[config.mk]
export PLATFORM = sky130hd
export DESIGN_NAME = burst_read_seq
export DESIGN_NICKNAME = d
export VERILOG_FILES = /design/src/rtl/brs_pkg.sv /design/src/rtl/brs_fsm.sv /design/src/rtl/brs_ram_port.sv /design/src/rtl/brs_done_flag.sv /design/src/rtl/burst_read_seq.sv
export SDC_FILE = /design/constraint.sdc
export NUM_CORES = 1
export LEC_CHECK = 0
export BUFFER_PORTS_ARGS = -buffer_cell sky130_fd_sc_hd__buf_2
export CORE_MARGIN = 2
export CORE_UTILIZATION = 53
export DETAILED_ROUTE_END_ITERATION = 12
export PLACE_DENSITY = 0.91
export SYNTH_ARGS = -nofsm -noshare
export SYNTH_HDL_FRONTEND = slang
export SYNTH_HIERARCHICAL = 1
export SYNTH_SLANG_ARGS = --single-unit
export TNS_END_PERCENT = 5
[constraint.sdc]
create_clock -name clk -period 3.3 [get_ports clk]
set_input_delay 0.495 -clock clk [delete_from_list [all_inputs] [get_ports clk]]
set_output_delay 0.495 -clock clk [all_outputs]
set_load 0.01 [all_outputs]
[src/rtl/brs_pkg.sv]
package brs_pkg;

    typedef enum logic [2:0] {
        ST_BOOT,
        ST_CFG_ISSUE,
        ST_CFG_WAIT,
        ST_IDLE,
        ST_RD_ISSUE,
        ST_RD_WAIT
    } seq_state_e;

endpackage

[src/rtl/brs_fsm.sv]
module brs_fsm
    import brs_pkg::*;
#(
    parameter int                  BURST_LEN = 14,
    parameter int                  IDXW      = 4,
    parameter int                  REG_W     = 8,
    parameter int                  DATA_W    = 8,
    parameter logic [REG_W-1:0]    BASE_REG  = 8'h3B,
    parameter bit                  CFG_EN    = 1'b1,
    parameter logic [REG_W-1:0]    CFG_REG   = 8'h6B,
    parameter logic [DATA_W-1:0]   CFG_VAL   = 8'h00
) (
    input  logic              clk,
    input  logic              rst_n,
    input  logic              en,
    output logic              cmd_valid,
    input  logic              cmd_ready,
    output logic              cmd_write,
    output logic [REG_W-1:0]  cmd_reg,
    output logic [DATA_W-1:0] cmd_wdata,
    input  logic              rsp_valid,
    input  logic              rsp_ack_err,
    input  logic [DATA_W-1:0] rsp_data,
    output logic              cap_valid,
    output logic [IDXW-1:0]   cap_idx,
    output logic [DATA_W-1:0] cap_byte,
    output logic              burst_end
);

    localparam logic [IDXW-1:0] LAST_IDX = IDXW'(BURST_LEN - 1);

    typedef struct packed {
        seq_state_e       st;
        logic [IDXW-1:0]  idx;
    } seq_regs_t;

    seq_regs_t seq_d, seq_q;

    always_comb begin
        seq_d     = seq_q;
        cmd_valid = 1'b0;
        cmd_write = 1'b0;
        cmd_reg   = '0;
        cmd_wdata = '0;
        cap_valid = 1'b0;
        cap_idx   = seq_q.idx;
        cap_byte  = rsp_data;
        burst_end = 1'b0;

        unique case (seq_q.st)
            ST_BOOT: begin
                seq_d.st = CFG_EN ? ST_CFG_ISSUE : ST_IDLE;
            end
            ST_CFG_ISSUE: begin
                cmd_valid = 1'b1;
                cmd_write = 1'b1;
                cmd_reg   = CFG_REG;
                cmd_wdata = CFG_VAL;
                if (cmd_ready) seq_d.st = ST_CFG_WAIT;
            end
            ST_CFG_WAIT: begin
                if (rsp_valid) seq_d.st = rsp_ack_err ? ST_CFG_ISSUE : ST_IDLE;
            end
            ST_IDLE: begin
                seq_d.idx = '0;
                if (en) seq_d.st = ST_RD_ISSUE;
            end
            ST_RD_ISSUE: begin
                cmd_valid = 1'b1;
                cmd_reg   = BASE_REG + REG_W'(seq_q.idx);
                if (cmd_ready) seq_d.st = ST_RD_WAIT;
            end
            ST_RD_WAIT: begin
                if (rsp_valid) begin
                    if (rsp_ack_err) begin
                        seq_d.st  = ST_IDLE;
                        seq_d.idx = '0;
                    end else begin
                        cap_valid = 1'b1;
                        if (seq_q.idx == LAST_IDX) begin
                            burst_end = 1'b1;
                            seq_d.idx = '0;
                            seq_d.st  = en ? ST_RD_ISSUE : ST_IDLE;
                        end else begin
                            seq_d.idx = seq_q.idx + 1'b1;
                            seq_d.st  = ST_RD_ISSUE;
                        end
                    end
                end
            end
            default: begin
                seq_d.st  = ST_IDLE;
                seq_d.idx = '0;
            end
        endcase
    end

    always_ff @(posedge clk or negedge rst_n) begin
        if (!rst_n) begin
            seq_q.st  <= ST_BOOT;
            seq_q.idx <= '0;
        end else begin
            seq_q <= seq_d;
        end
    end

endmodule

[src/rtl/brs_ram_port.sv]
module brs_ram_port #(
    parameter int IDXW   = 4,
    parameter int AW     = 4,
    parameter int DATA_W = 8
) (
    input  logic              clk,
    input  logic              rst_n,
    input  logic              cap_valid,
    input  logic [IDXW-1:0]   cap_idx,
    input  logic [DATA_W-1:0] cap_byte,
    output logic              ram_we,
    output logic [AW-1:0]     ram_addr,
    output logic [DATA_W-1:0] ram_wdata
);

    typedef struct packed {
        logic              we;
        logic [AW-1:0]     addr;
        logic [DATA_W-1:0] data;
    } wr_regs_t;

    wr_regs_t wr_d, wr_q;
    logic [AW-1:0] addr_ext;

    generate
        if (AW > IDXW) begin : g_pad
            assign addr_ext = {{(AW-IDXW){1'b0}}, cap_idx};
        end else begin : g_same
            assign addr_ext = cap_idx[AW-1:0];
        end
    endgenerate

    always_comb begin
        wr_d    = wr_q;
        wr_d.we = cap_valid;
        if (cap_valid) begin
            wr_d.addr = addr_ext;
            wr_d.data = cap_byte;
        end
    end

    always_ff @(posedge clk or negedge rst_n) begin
        if (!rst_n) begin
            wr_q <= '0;
        end else begin
            wr_q <= wr_d;
        end
    end

    assign ram_we    = wr_q.we;
    assign ram_addr  = wr_q.addr;
    assign ram_wdata = wr_q.data;

endmodule

[src/rtl/brs_done_flag.sv]
module brs_done_flag (
    input  logic clk,
    input  logic rst_n,
    input  logic flip,
    output logic level
);

    logic level_d, level_q;

    always_comb begin
        level_d = level_q ^ flip;
    end

    always_ff @(posedge clk or negedge rst_n) begin
        if (!rst_n) begin
            level_q <= 1'b0;
        end else begin
            level_q <= level_d;
        end
    end

    assign level = level_q;

endmodule

[src/rtl/burst_read_seq.sv]
module burst_read_seq #(
    parameter int                  BURST_LEN = 14,
    parameter int                  RAM_DEPTH = 16,
    parameter int                  REG_W     = 8,
    parameter int                  DATA_W    = 8,
    parameter logic [REG_W-1:0]    BASE_REG  = 8'h3B,
    parameter bit                  CFG_EN    = 1'b1,
    parameter logic [REG_W-1:0]    CFG_REG   = 8'h6B,
    parameter logic [DATA_W-1:0]   CFG_VAL   = 8'h00,
    localparam int                 AW        = $clog2(RAM_DEPTH),
    localparam int                 IDXW      = $clog2(BURST_LEN)
) (
    input  logic              clk,
    input  logic              rst_n,
    input  logic              en,
    output logic              cmd_valid,
    input  logic              cmd_ready,
    output logic              cmd_write,
    output logic [REG_W-1:0]  cmd_reg,
    output logic [DATA_W-1:0] cmd_wdata,
    input  logic              rsp_valid,
    input  logic              rsp_ack_err,
    input  logic [DATA_W-1:0] rsp_data,
    output logic              ram_we,
    output logic [AW-1:0]     ram_addr,
    output logic [DATA_W-1:0] ram_wdata,
    output logic              done_toggle
);

    logic              cap_valid;
    logic [IDXW-1:0]   cap_idx;
    logic [DATA_W-1:0] cap_byte;
    logic              burst_end;

    brs_fsm #(
        .BURST_LEN (BURST_LEN),
        .IDXW      (IDXW),
        .REG_W     (REG_W),
        .DATA_W    (DATA_W),
        .BASE_REG  (BASE_REG),
        .CFG_EN    (CFG_EN),
        .CFG_REG   (CFG_REG),
        .CFG_VAL   (CFG_VAL)
    ) u_fsm (
        .clk         (clk),
        .rst_n       (rst_n),
        .en          (en),
        .cmd_valid   (cmd_valid),
        .cmd_ready   (cmd_ready),
        .cmd_write   (cmd_write),
        .cmd_reg     (cmd_reg),
        .cmd_wdata   (cmd_wdata),
        .rsp_valid   (rsp_valid),
        .rsp_ack_err (rsp_ack_err),
        .rsp_data    (rsp_data),
        .cap_valid   (cap_valid),
        .cap_idx     (cap_idx),
        .cap_byte    (cap_byte),
        .burst_end   (burst_end)
    );

    brs_ram_port #(
        .IDXW   (IDXW),
        .AW     (AW),
        .DATA_W (DATA_W)
    ) u_ram_port (
        .clk       (clk),
        .rst_n     (rst_n),
        .cap_valid (cap_valid),
        .cap_idx   (cap_idx),
        .cap_byte  (cap_byte),
        .ram_we    (ram_we),
        .ram_addr  (ram_addr),
        .ram_wdata (ram_wdata)
    );

    brs_done_flag u_done (
        .clk   (clk),
        .rst_n (rst_n),
        .flip  (burst_end),
        .level (done_toggle)
    );

endmodule

Word-level counts from Yosys, hierarchy flattened
Index checks and enable logic that the tools add are counted.
{"block": "totals", "regBits": 21, "in_bits": 14, "elab_cells": 47}
{"block": "op_classes", "addsub": 2, "n_eq_ne": 11, "n_mux": 21, "bitwise": 2, "reduce_logical": 5}
{"operator": "$mux 7", "n": 3}
{"operator": "$pmux 3 s6", "n": 1}
{"operator": "$pmux 8 s2", "n": 1}
{"operator": "$mux 3", "n": 5}
{"operator": "$ne 2x2->1 const B", "n": 5}
{"operator": "$mux 1", "n": 9}
{"operator": "$pmux 4 s2", "n": 1}
{"operator": "$add 6x4->7 const A", "n": 1}
{"operator": "$eq 3x2->1 const B", "n": 2}
{"operator": "$eq 3x3->1 const B", "n": 2}
{"operator": "$reduce_and 5->1", "n": 1}
{"operator": "$add 4x1->4 const B", "n": 1}
{"operator": "$eq 4x4->1 const B", "n": 1}
{"operator": "$reduce_or 4->1", "n": 1}
{"operator": "$eq 3x1->1 const B", "n": 1}
{"operator": "$logic_not 3->1", "n": 1}
{"operator": "$mux 2", "n": 1}
{"operator": "$reduce_and 2->1", "n": 1}
{"operator": "$reduce_or 2->1", "n": 1}
{"operator": "$not 1->1", "n": 1}
{"operator": "$xor 1x1->1", "n": 1}

Longest topological paths before layout
{"block": "depth", "word_depth": 6, "depth_mapped": 6, "depth_no_buf": 6}

Cells and area by module
The synthesis kept the hierarchy.
{"mod": "brs_fsm", "n_inst": 1, "cells_per_inst": 97, "area_each_um2": 787.0}
{"mod": "brs_ram_port", "n_inst": 1, "cells_per_inst": 26, "area_each_um2": 509.2}
{"mod": "brs_done_flag", "n_inst": 1, "cells_per_inst": 2, "area_each_um2": 33.8}

Worst setup path after synthesis
No wires, ideal clock.
{"block": "synth_path", "kind": "register -> output", "start": "register u_fsm/seq_q[6] in the netlist's numbering", "end": "output port cmd_reg[0]", "t_arrival_ns": 1.265, "setup_slack_ns": 1.540, "path_stages_with_launch": 5, "cell_sequence": "dfrtp_1 inv_2 or3_1 buf_6 o21ai_0"}
{"block": "synth_via", "elab_chain_len": 2, "word_cells_on_any_way": 3}
{"item": "start: declaration", "line_no": "brs_fsm.sv:37", "rtl": "seq_regs_t seq_d, seq_q;"}
{"item": "start signal: assignment", "line_no": "brs_fsm.sv:103", "rtl": "seq_q <= seq_d;"}
{"item": "$eq 3x3->1 / $eq 3x1->1 (equally long branches)", "line_no": "brs_fsm.sv:50", "rtl": "unique case (seq_q.st)"}
{"item": "$pmux 8 s2 *", "line_no": "brs_fsm.sv:50"}
{"item": "end: declaration", "line_no": "burst_read_seq.sv:19", "rtl": "output logic [REG_W-1:0] cmd_reg,"}
Mark *: on every way between the ends. The rest lies on a longest branch, timed or not.

Worst setup path in the final report
Same ends and word-level chain as after synthesis.

==> results.py <==
metrics = {
    "final_layout": {
        "instances_no_fill": 177,
        "nFillCells": 231,
        "nets": 165,
        "n_antenna_cell": 0,
        "final_area_um2": 1398,
        "drive_gt1_frac": 0.4082,
        "area_growth_pct": 5.080,
    },
    "yosys": {
        "synth_top_flop_cell": "dfrtp_1",
        "async_flop_share": 1.000,
        "synth_mux_area_frac": 0.1543,
        "synth_cell_types": 37,
        "synth_edf_count": 0,
        "synth_compound_area_frac": 0.09031,
        "synth_fa_ha_area_frac": 0.02822,
        "synth_area_leaders": "dfrtp_1 40%, buf_4 12%, mux2_4 11%",
        "synth_top_area_cell": "dfrtp_1",
        "synthSimpleGateAreaFrac": 0.1402,
        "ys_seq_area_frac": 0.3951,
        "avgSynthCellArea_um2": 10.64,
        "yosys.area.top_type_share": 0.3951,
        "synth-xor-area-share": 0.01317,
        "yosys_register_bits": 21,
        "syn_area_um2": 1330,
        "synthCells": 125,
        "synth_top_family_by_area": "buffers and inverters",
        "synth_common_cells": "21 x buf_4, 21 x dfrtp_1, 10 x mux2_4",
        "ys_warn_count": 6,
    },
    "setup_path": {
        "crit_required_ps": 2800,
        "crit_path_end_kind": "primary output",
        "cpMaxStageDelayCell": "or3_1",
        "endpoint": "cmd_reg[0]",
        "startpoint": "u_fsm/seq_q[6]$_DFFE_PN0P_",
        "cp-start-kind": "flop",
        "arrival_ps": 1760,
        "timing.rr.end": "u_ram_port/ram_addr[3]$_DFFE_PN0P_",
        "ff2ff_setup_slack_ps": 1330,
        "cp_num_cells": 4,
        "cp_top_family": "simple AND/OR/NAND/NOR gates",
        "worstSetupPathType": "reg -> out",
        "r2r_start": "u_fsm/seq_q[4]$_DFFE_PN0P_",
        "max_stage_delay_ps": 520,
        "crit_fanout": 9,
        "rr_worst_depth": 4,
        "crit_chain": "inv_2, or3_1, o21ai_0, buf_2",
        "crit_buf_inv": 2,
    },
    "clocking": {
        "clk_latency_ps": 290,
        "cts_tree": "built",
        "postCtsSetupRepairBufs": 0,
        "cts_made_buffers": 3,
        "hold_buffers": 0,
        "cts_resized": 0,
        "clockBufferDepth": 2,
        "cts_htree_levels": 1,
        "clkSinkCount": 21,
        "ctsRootBufferMaster": "clkbuf_4",
        "clkSlewWorstSetupHoldPaths_ps": 110,
    },
    "drt": {
        "ant_nets": 0,
        "wire_per_inst_um": 12.38,
        "vias": 902,
        "wl_mm": 2.191,
        "firstDrtPassIters": 4,
        "drtIter0Drc": 21,
        "vias_per_cell": 5.096,
        "drc": 0,
    },
    "floorplan": {
        "die_x_um": 54.10,
        "num_io_pins": 46,
        "die_h_um": 54.10,
        "core_area_um2": 2432,
        "dieArea_um2": 2926,
        "num_rows": 18,
        "start_util": 0.5468,
    },
    "global_routing": {
        "grt_pass1_vias": 786,
        "grt_usage": 0.1549,
        "antenna_found_initial": 0,
        "grt_overflow_total": 0,
        "grt_pass1_wl_mm": 3.318,
        "grt_max_degree": 22,
    },
    "power": {
        "combPwrFrac": 0.479,
        "p_clk_frac": 0.117,
        "p_per_area_nw_per_um2": 700.3,
        "ir_drop_mv": 0.4866,
        "switching_share": 0.3839,
        "p_int_w": 0.0006030,
        "switchingPower_w": 0.0003757,
        "p_leak_nw": 0.7575,
        "seq_power_share": 0.404,
    },
    "timing": {
        "rsz0062_at_grt": "no",
        "finalSetupViolations": 0,
        "skew_ps": 13.03,
        "hold_viol_final": 0,
        "slew_violations": 0,
        "finalCriticalPeriod_ps": 2259,
        "worst_pin_slew_ps": 628.1,
        "tns_ps": 0,
        "slew_headroom": 0.5808,
        "clock.fmax_mhz": 442.7,
        "post-route-period-util": 0.6845,
    },
    "run_status": {
        "outcome": "finished clean",
    },
    "placement": {
        "placed_area_um2": 1370,
        "place_congestion": 0.8116,
        "portBuffers": 36,
        "dp_cells": 173,
        "place_hpwl_mm": 1.669,
    },
    "run": {
        "cap_violations": 0,
    },
    "worst_hold_path": {
        "min_path_type": "in -> async",
    },
}
flip-flops by register name, indices dropped and copies added, names as in the netlist:
name,count
u_done/level,1
u_ram_port/ram_wdata,8
u_ram_port/ram_addr,4
u_ram_port/ram_we,1
u_fsm/cap_idx,4
u_fsm/seq_q,3
how the worst min path moves through the flow:
stage	to	slack, ps
after floorplan	u_done/level$_DFF_PN0_	200
after global placement	u_ram_port/ram_wdata[6]$_DFFE_PN0P_	450
after detailed placement	u_done/level$_DFF_PN0_	450
after CTS	u_done/level$_DFF_PN0_	140
after global routing	u_ram_port/ram_addr[3]$_DFFE_PN0P_	160
final	u_done/level$_DFF_PN0_	130
worst reg2reg max path, cell delays in order (launching register included):
cell,delay (ps)
dfrtp_1,550
and4bb_2,320
nand2_1,110
inv_1,480
mux2_2,400
layout by cell type, fill, tap and decap left out, drive strengths merged, types with 2 or more instances in the layout:
cell,count
nor3,4
dfrtp,21
nand2b,2
nor2b,2
conb,9
mux2,14
nand2,6
a21oi,2
and3,2
clkbuf,3
ha,3
o21ai,11
nand3,6
buf,36
nor2,5
inv,7
power by group through the flow:
stage          Sequential, W  Clock (W)  Combinational [W]
2_1_floorplan       0.000396          0           0.000360
3_3_place_gp        0.000396          0           0.000454
3_5_place_dp        0.000403          0           0.000465
4_1_cts             0.000396   0.000120           0.000472
5_1_grt             0.000406   0.000129           0.000515
6_report            0.000396   0.000115           0.000469
logic make-up after synthesis:
group,Yosys count
DFF,21
adders and majority gates,3
other,1
and+or+nand+nor,31
xor gates and xnor gates,2
AOI/OAI and AO/OA,19
buffers and inverters,33
muxes,15
layer usage:
| layer | wire length [um] | track usage |
|---|---|---|
| met4 | 16 | 0.05000 |
| met5 | 0 | 0 |
| met2 | 1003 | 0.2683 |
| met3 | 180 | 0.01667 |
| met1 | 991 | 0.2014 |
stage by stage:
| stage | utilization | hold slack, ps | setup slack, ps | total power, W |
|---|---|---|---|---|
| after detailed placement | 0.5633 | 454.3 | 1216 | 0.0008675 |
| after global placement | 0.5633 | 453.1 | 1295 | 0.0008494 |
| after global routing | 0.5746 | 158.5 | 924.8 | 0.001050 |
| after floorplan | - | 199.4 | 1540 | 0.0007565 |
| final | 0.5746 | 127.0 | 1041 | 0.0009787 |
| after CTS | 0.5746 | 135.1 | 1041 | 0.0009880 |
area by class of cell:
type	count	area (um^2)	share of cell area
Sequential cell	21	525.5	0.3760
Clock buffer	3	22.52	0.01611
Inverter	7	26.28	0.01880
Tap cell	30	37.54	0.02686
Timing Repair Buffer	36	180.2	0.1289
Multi-Input combinational cell	79	600.6	0.4297
Clock inverter	1	5.005	0.003581
Power figures use the tool's default switching activity.
